### src/rtl/ert_pkg.sv
`timescale 1ns/1ps
package ert_pkg;
  // decision taken for one result write
  typedef struct packed {
    logic reg_we;    // store value in full-width register
    logic side_set;  // mark side slot valid with bit 0
    logic side_clr;  // mark side slot invalid
    logic give_back; // return register to free list
  } wr_act_t;

  typedef enum logic {SRC_MAIN = 1'b0, SRC_SIDE = 1'b1} rd_src_e;
endpackage

### src/rtl/ert_free_list.sv
`timescale 1ns/1ps
module ert_free_list #(
  parameter int NPREG = 16,
  localparam int IDX_W = $clog2(NPREG),
  localparam int CNT_W = $clog2(NPREG + 1)
) (
  input  logic             clk,
  input  logic             rst_n,
  input  logic             take_en,
  input  logic             ret_a_en,
  input  logic [IDX_W-1:0] ret_a_idx,
  input  logic             ret_b_en,
  input  logic [IDX_W-1:0] ret_b_idx,
  output logic             any_free,
  output logic [IDX_W-1:0] pick_idx,
  output logic [CNT_W-1:0] count
);
  logic [NPREG-1:0] avail_q, avail_d;
  logic             avail_en;

  always_comb begin
    pick_idx = '0;
    for (int i = NPREG - 1; i >= 0; i--) begin
      if (avail_q[i]) pick_idx = IDX_W'(i);
    end
  end

  always_comb begin
    count = '0;
    for (int i = 0; i < NPREG; i++) count = count + CNT_W'(avail_q[i]);
  end

  assign any_free = |avail_q;

  always_comb begin
    avail_d = avail_q;
    if (take_en && any_free) avail_d[pick_idx] = 1'b0;
    if (ret_a_en) avail_d[ret_a_idx] = 1'b1;
    if (ret_b_en) avail_d[ret_b_idx] = 1'b1;
  end

  assign avail_en = (take_en && any_free) || ret_a_en || ret_b_en;

  always_ff @(posedge clk or negedge rst_n) begin
    if (!rst_n)        avail_q <= '1;
    else if (avail_en) avail_q <= avail_d;
  end
endmodule

### src/rtl/ert_side_slots.sv
`timescale 1ns/1ps
module ert_side_slots #(
  parameter int NPREG = 16,
  localparam int IDX_W = $clog2(NPREG)
) (
  input  logic             clk,
  input  logic             rst_n,
  input  logic             set_en,
  input  logic [IDX_W-1:0] set_idx,
  input  logic             set_bit,
  input  logic             clr_a_en,
  input  logic [IDX_W-1:0] clr_a_idx,
  input  logic             clr_b_en,
  input  logic [IDX_W-1:0] clr_b_idx,
  output logic [NPREG-1:0] side_v,
  output logic [NPREG-1:0] side_d
);
  logic [NPREG-1:0] v_q, v_d, d_q, d_d;
  logic             upd_en;

  always_comb begin
    v_d = v_q;
    d_d = d_q;
    if (clr_a_en) v_d[clr_a_idx] = 1'b0;
    if (clr_b_en) v_d[clr_b_idx] = 1'b0;
    if (set_en) begin
      v_d[set_idx] = 1'b1;
      d_d[set_idx] = set_bit;
    end
  end

  assign upd_en = set_en || clr_a_en || clr_b_en;

  always_ff @(posedge clk or negedge rst_n) begin
    if (!rst_n) begin
      v_q <= '0;
      d_q <= '0;
    end else if (upd_en) begin
      v_q <= v_d;
      d_q <= d_d;
    end
  end

  assign side_v = v_q;
  assign side_d = d_q;
endmodule

### src/rtl/ert_main_store.sv
`timescale 1ns/1ps
module ert_main_store #(
  parameter int NPREG = 16,
  parameter int DW    = 32,
  localparam int IDX_W = $clog2(NPREG)
) (
  input  logic             clk,
  input  logic             we,
  input  logic [IDX_W-1:0] widx,
  input  logic [DW-1:0]    wdata,
  input  logic [IDX_W-1:0] ridx,
  output logic [DW-1:0]    rdata
);
  logic [DW-1:0] cell_q [NPREG];

  for (genvar g = 0; g < NPREG; g++) begin : g_cell
    logic cell_en;
    assign cell_en = we && (widx == IDX_W'(g));
    always_ff @(posedge clk) begin
      if (cell_en) cell_q[g] <= wdata;
    end
  end

  assign rdata = cell_q[ridx];
endmodule

### src/rtl/ert_tag_mgr.sv
`timescale 1ns/1ps
module ert_tag_mgr #(
  parameter int NPREG = 16,
  parameter int DW    = 32,
  localparam int IDX_W = $clog2(NPREG),
  localparam int TAG_W = IDX_W + 1,
  localparam int CNT_W = $clog2(NPREG + 1)
) (
  input  logic             clk,
  input  logic             rst_n,
  input  logic             alloc_req,
  output logic             alloc_ok,
  output logic [TAG_W-1:0] alloc_tag,
  output logic [CNT_W-1:0] free_count,
  input  logic             wr_en,
  input  logic [TAG_W-1:0] wr_tag,
  input  logic [DW-1:0]    wr_data,
  input  logic             rel_en,
  input  logic [TAG_W-1:0] rel_tag,
  input  logic [TAG_W-1:0] rd_tag,
  output logic [DW-1:0]    rd_data
);
  import ert_pkg::*;

  logic [NPREG-1:0] side_v, side_d;
  logic [IDX_W-1:0] pick_idx;
  logic             any_free;
  wr_act_t          wact;
  logic             wr_reg_only, wr_small;
  logic [IDX_W-1:0] wr_idx, rel_idx, rd_idx;
  logic             rel_reg_only, rel_frees, rel_clears;
  rd_src_e          rd_src;
  logic [DW-1:0]    main_rdata;

  // write path decision
  assign wr_reg_only = wr_tag[TAG_W-1];
  assign wr_idx      = wr_tag[IDX_W-1:0];
  assign wr_small    = (wr_data[DW-1:1] == '0);

  always_comb begin
    wact = '0;
    if (wr_en) begin
      if (wr_reg_only) begin
        wact.reg_we = 1'b1;
      end else if (wr_small) begin
        wact.side_set  = 1'b1;
        wact.give_back = 1'b1;
      end else begin
        wact.reg_we   = 1'b1;
        wact.side_clr = 1'b1;
      end
    end
  end

  // release path decision
  assign rel_reg_only = rel_tag[TAG_W-1];
  assign rel_idx      = rel_tag[IDX_W-1:0];
  assign rel_frees    = rel_en && (rel_reg_only || !side_v[rel_idx]);
  assign rel_clears   = rel_en && !rel_reg_only;

  ert_free_list #(.NPREG(NPREG)) u_free (
    .clk       (clk),
    .rst_n     (rst_n),
    .take_en   (alloc_req),
    .ret_a_en  (wact.give_back),
    .ret_a_idx (wr_idx),
    .ret_b_en  (rel_frees),
    .ret_b_idx (rel_idx),
    .any_free  (any_free),
    .pick_idx  (pick_idx),
    .count     (free_count)
  );

  ert_side_slots #(.NPREG(NPREG)) u_side (
    .clk       (clk),
    .rst_n     (rst_n),
    .set_en    (wact.side_set),
    .set_idx   (wr_idx),
    .set_bit   (wr_data[0]),
    .clr_a_en  (wact.side_clr),
    .clr_a_idx (wr_idx),
    .clr_b_en  (rel_clears),
    .clr_b_idx (rel_idx),
    .side_v    (side_v),
    .side_d    (side_d)
  );

  // read path decode
  assign rd_idx = rd_tag[IDX_W-1:0];
  assign rd_src = (!rd_tag[TAG_W-1] && side_v[rd_idx]) ? SRC_SIDE : SRC_MAIN;

  ert_main_store #(.NPREG(NPREG), .DW(DW)) u_store (
    .clk   (clk),
    .we    (wact.reg_we),
    .widx  (wr_idx),
    .wdata (wr_data),
    .ridx  (rd_idx),
    .rdata (main_rdata)
  );

  assign rd_data   = (rd_src == SRC_SIDE) ? {{(DW-1){1'b0}}, side_d[rd_idx]} : main_rdata;
  assign alloc_ok  = any_free;
  assign alloc_tag = {side_v[pick_idx], pick_idx};
endmodule

### config.mk
export PLATFORM = sky130hd
export DESIGN_NAME = ert_tag_mgr
export DESIGN_NICKNAME = d
export VERILOG_FILES = /design/src/rtl/ert_pkg.sv /design/src/rtl/ert_free_list.sv /design/src/rtl/ert_side_slots.sv /design/src/rtl/ert_main_store.sv /design/src/rtl/ert_tag_mgr.sv
export SDC_FILE = /design/constraint.sdc
export NUM_CORES = 1
export LEC_CHECK = 0
export BUFFER_PORTS_ARGS = -buffer_cell sky130_fd_sc_hd__buf_2
export CORE_ASPECT_RATIO = 1.1
export CORE_MARGIN = 8
export CORE_UTILIZATION = 58
export CTS_BUF_LIST = sky130_fd_sc_hd__clkbuf_4
export CTS_CLUSTER_DIAMETER = 100
export CTS_CLUSTER_SIZE = 8
export DETAILED_ROUTE_END_ITERATION = 8
export PLACE_DENSITY = 0.79
export SETUP_SLACK_MARGIN = 0.05
export SYNTH_ARGS = -nofsm -noshare
export SYNTH_HDL_FRONTEND = slang
export SYNTH_SLANG_ARGS = --single-unit
### constraint.sdc
create_clock -name clk -period 4.9 [get_ports clk]
set_input_delay 0.98 -clock clk [delete_from_list [all_inputs] [get_ports clk]]
set_output_delay 0.98 -clock clk [all_outputs]
set_load 0.03 [all_outputs]
======== After elaboration in Yosys (flattened, before gate mapping) ========
Memories as Yosys holds them, arrays and structs flattened.
Index checks and enable logic that the tools add are counted.
word-level totals
  bits in registers ....................... 48
  RAM bits ................................ 512
  bits in read-only memories .............. 0
  memories ................................ 1
  latch bits .............................. 0
operators by class
  mux-type cells .......................... 121
  multiply operators ...................... 0
  add/subtract/negate cells ............... 15
  bitwise gates (word level) .............. 9
  reduce and logical (&&, ||, !) cells .... 50
  div/mod/pow operators ................... 0
  shift operators ......................... 0
  $lt $le $gt $ge ......................... 7
  equality and inequality tests ........... 15
memories
  name            depth  bits a word  rd ports  clocked after memory_dff  write ports  RTL line              RTL
  u_store.cell_q  16     32           1         0                         1            ert_main_store.sv:14  logic [DW-1:0] cell_q [NPREG];
operators by type and width
  cell                                                               count
  two-way mux 32 bit                                                 16
  OR reduction 32 bit                                                15
  two-way mux 4 bit                                                  32
  two-way mux 16 bit                                                 6
  adder 5 x 1 -> 5 bit                                               14
  two-way mux 1 bit                                                  58
  AND 16 bit                                                         3
  inverter 16 bit                                                    3
  bitwise OR 16 bit                                                  3
  == test 4 bit, second input constant                               8
  zero test 31 bit                                                   1
  logical AND 1 bit                                                  23
  < comparator 4 x 5 -> 1 bit, second input constant                 4
  binary-select mux 1 bit (select 4 bit)                             4
  bitwise mux 16 bit                                                 1
  == test 4 x 3 -> 1 bit, second input constant                      4
  OR reduction 16 bit                                                1
  demux 1 bit (select 4 bit)                                         3
  greater-or-equal comparator 4 x 1 -> 1 bit, second input constant  3
  == test 4 x 2 -> 1 bit, second input constant                      2
  logical OR 1 bit                                                   5
  == test 4 x 1 -> 1 bit, second input constant                      1
  zero test 4 bit                                                    1
  zero test 1 bit                                                    3
  3 further kinds                                                    3

======== Depth between registers and ports, before layout ========
  depth in word-level cells ............... 27
  mapped depth ............................ 14

======== Hierarchy ========
From an unflattened synthesis, not the netlist that was laid out.
second synthesis, totals
  cell total of the unflattened synthesis .. 1,186
  area, all modules ....................... 23,073.4 µm²
modules (own cells, without submodules)
  module          cells an instance  area each (µm²)  times used
  ert_main_store  806                19,194.7         1
  ert_side_slots  130                1,529.0          1
  ert_free_list   159                1,453.9          1
  ert_tag_mgr     91                 895.9            1

======== Worst setup path before layout ========
Ideal clock, no wire load.
  path kind ............................... register to output
  start ................................... reg u_free.avail_q[0]
  end ..................................... out free_count[2]
  path buffers ............................ 0
  cell stages (with the launch flop) ...... 14
  slack ................................... -0.379 ns
  data arrival time ....................... 4.299 ns
  data required time ...................... 3.920 ns
  cells stage by stage .................... dfstp_2 inv_1 ha_1 inv_1 fa_1 inv_1 fa_1 fa_1 inv_1 fa_1 inv_1 fa_1 fa_1 xor2_1
on the way
  word-level cells in the longest chain between the ends .. 15
RTL lines
  what                                RTL line             RTL
  from (decl)                         ert_free_list.sv:18  logic [NPREG-1:0] avail_q, avail_d;
  from (signal assigned)              ert_free_list.sv:46  else if (avail_en) avail_q <= avail_d;
  adder 1 x 1 -> 2 bit                ert_free_list.sv:30  for (int i = 0; i < NPREG; i++) count = count + CNT_W'(avail_q[i]);
  adder 5 x 1 -> 5 bit (14 in a row)  ert_free_list.sv:30
  to (decl)                           ert_tag_mgr.sv:14    output logic [CNT_W-1:0] free_count,
No other way between the ends.

======== Worst setup path in the final report ========
  start ................................... reg u_free.avail_q[1]
  end ..................................... out free_count[4]
The elaborated chain is that of the path after synthesis.

==> flow_summary.toml <==
[status]
outcome = "finished with violations"
violations = "negative setup slack"

[logic_synthesis]
yosysTopAreaCellShare_pct = 67.2
synthArstFlopShare_pct = 8.57
synth-seq-cells = 560
syn-num-nets = 1176
synthFlopType = "edfxtp_1"
synth.distinct_cells = 48
syn_avg_cell_area_um2 = 20.7
syn_inst = 1107
ys_warn_count = 0
syn_area_mm2 = 0.0229
synth_edf_count = 512
synth_top_area_cell = "edfxtp_1"
netlist_top_cells_area = "edfxtp_1, mux4_2, dfrtp_1, dfstp_2, nor2b_1"
synth-seq-area-share_pct = 72.5

[timing]
finClkSkew_ps = 31.5
rsz0062_at_grt = "true"
max_slew_margin_pct = 25.5
setup_viol = 5
hold-worst-slack_ps = 451
period_share_pct = 118
finalCriticalPeriod_ps = 5760
hold_violations = 0
slew_violations = 0
max_freq_ghz = 0.174
worstMarginPinSlew_ps = 1120
setup_slack_ps = -863

[layout]
finalNetCount = 1325
fin_cells = 1783
drive_above_1_share_pct = 36.9
fin_area_mm2 = 0.0252
syn_to_final_growth_pct = 9.85

[place]
place_congestion = 0.891
dpl_worst_slack_ps = -150
io_buffers = 94
dp_hpwl_um = 29000
post_dp_cell_area_mm2 = 0.0243
dp.cells = 1680

[clock_tree]
numCtsBuffers = 79
clk_path_buf_depth = 3
clk_latency_ps = 730
root_buffer = "clkbuf_4"
cts_max_level = 3
hold_buffers = 0
clk_pin_slew_ps = 120
cts.sinks = 560
cts_tree = "done"

[grt]
grt-busiest-layer = "met2"
grt_max_degree = 57
grt_overflow_total = 0
grtUsageTotal_pct = 22.2
use_met1_pct = 28.8
grt_pass1_vias = 12200
grtUsageMet3_pct = 4.68
antenna_found_initial = 9
grt_pass1_wl_um = 75500
grtUsageMet2_pct = 37.1

[worst_setup_path]
cp_slowest_stage_delay_ps = 560
crit_path_end_kind = "output port"
crit_buf_inv = 6
cp.required_ps = 3920
rrSetupSlack_ps = 2450
crit_family = "adder cells"
rr_worst_depth = 7
path_class = "reg -> out"
worstPathArrival_ps = 4780
worstPathCellList = "inv_2, ha_4, inv_2, fa_1, inv_1, fa_1, fa_1, inv_1, fa_1, inv_1, fa_2, fa_2, a21oi_2, nor2b_2, buf_6"
crit_slowest_cell = "dfstp_2"
crit_cells = 15
cp-start-kind = "flip-flop"
crit_path_max_fanout = 2
crit_top_cell = "fa_1"

[power_and_ir_drop]
switchingPower_mw = 3.51
vdd.ir_drop.worst_mv = 1.94
internal_power_mw = 7.84
seqPwrFrac_pct = 48.4
switching_share_pct = 30.9
comb_power_share_pct = 30.4
cellPowerDensity_mw_per_mm2 = 451
clkPwrFrac_pct = 21.2
p_leak_nw = 8.21

[detailed_routing]
drt-total-wl_um = 50200
drc = 0
vias = 11600
ant_nets = 0
viasPerCell = 6.53
first_pass_iters = 5
drt_iter0_drc = 1088
avgRoutedWirePerCell_um = 28.2

[flow_run]
cap_violations = 0

[die]
coreArea_mm2 = 0.0391
die-area_mm2 = 0.0461
start_util_pct = 58.6
die_h_um = 224
num_rows = 76
ios = 95
die_x_um = 205

[min_path]
min_path_type = "in -> async"
[cell type report]
class,instances,area [µm²]
inverter,28,105
timing repair buffer,125,891
multi-input combinational,462,6150
antenna,5,12.5
clock inverter,3,63.8
sequential,560,16600
fill,2575,13900
tap,507,634
clock buffer,93,698
[synth_stat cells (7+ instances only)]
cell      number
dfstp_2       16
nand2_1       24
buf_1          8
nor2_1        44
mux4_2       174
nand2b_1       7
fa_1          10
dfrtp_1       32
nor4_1         8
edfxtp_1     512
o31ai_1       15
o21ai_0       16
a21oi_1       12
buf_2         12
nand3_1        9
inv_1         28
clkbuf_1      36
nor2b_1       39
mux2_2        18
ha_1           7
o221ai_1      27
[registers in the layout, summed over array words and instances (netlist names)]
signal / flops
u_store.cell_q: 512
u_side.side_d: 16
u_side.side_v: 16
u_free.avail_q: 16
[placed cells by master (no fill, tap or decap), drive strengths merged, types with 4 or more instances in the layout]
| cell | count |
|---|---|
| mux2i | 5 |
| nand2 | 24 |
| nor3 | 4 |
| dfstp | 16 |
| ha | 7 |
| or4 | 6 |
| fa | 10 |
| or2 | 6 |
| mux2 | 18 |
| diode | 5 |
| o21ai | 17 |
| dfrtp | 32 |
| clkbuf | 93 |
| inv | 29 |
| a21oi | 12 |
| nor2 | 44 |
| o221ai | 27 |
| nor2b | 39 |
| edfxtp | 512 |
| mux4 | 174 |
| buf | 125 |
| nand3 | 9 |
| nand2b | 7 |
| nand4 | 5 |
| o31ai | 16 |
| nor4 | 8 |
[through the flow]
stage          power, mW  setup TNS (ps)  util [%]
6_report            11.3           -3730      64.4
5_1_grt             11.9           -4450      64.4
4_1_cts             11.4           -4110      64.3
3_5_place_dp        8.62            -480      62.2
3_3_place_gp        8.54            -262      62.2
2_1_floorplan       7.97               0         -
[kinds of logic (layout without fill, tap and decap cells)]
| logic type | after synthesis | after routing | synth area share, % |
|---|---|---|---|
| DFF | 560 | 560 | 72.5 |
| muxes | 197 | 197 | 18.2 |
| and+or+nand+nor | 158 | 158 | 3.59 |
| AOI/OAI and AO/OA | 88 | 88 | 2.88 |
| buffers and inverters | 85 | 249 | 1.49 |
| adders and majority gates | 17 | 17 | 1.26 |
| xor gates and xnor gates | 2 | 2 | 0.0765 |
| other | 0 | 5 | 0 |
[final timing paths]
path                                                     start                        endpoint
worst min register to register   u_side.side_d[14]$_DFFE_PN0P_   u_side.side_d[14]$_DFFE_PN0P_
worst min-delay path                                     rst_n    u_side.side_v[9]$_DFFE_PN0P_
worst max-delay path             u_free.avail_q[1]$_DFFE_PN1P_                   free_count[4]
max in group asynchronous                                rst_n   u_side.side_v[15]$_DFFE_PN0P_
worst max register to register  u_free.avail_q[11]$_DFFE_PN1P_  u_free.avail_q[15]$_DFFE_PN1P_
min in group clk                 u_side.side_d[14]$_DFFE_PN0P_   u_side.side_d[14]$_DFFE_PN0P_
[repair_timing]
item,in CTS,in global routing
pin swaps,4,3
setup buffers,1,1
cloned,0,0
setup endpoints to repair,5,5
resized for setup,14,0
[worst register-to-register path, delay by kind of cell, from the launching register on]
kind / cells / cell delay (ps)
AO/OA/AOI/OAI: 4 / 1330
buffers and inverters: 1 / 60
flip-flops: 1 / 610
AND/OR/NAND/NOR: 2 / 360
[power groups by stage]
stage               clock network (mW)  registers, mW  logic [mW]
floorplan                            0           5.56        2.41
global route                      2.65           5.50        3.73
global placement                     0           5.58        2.96
CTS                               2.47           5.48        3.49
detailed placement                   0           5.59        3.03
finish                            2.40           5.49        3.45
[per-layer routing]
layer	part of all wire (%)	routed length (µm)
met1	38	19200
met2	51	25800
met3	7.7	3850
met4	2.6	1330
met5	0.10	51
Note: power is estimated with default switching activity, not from simulation.
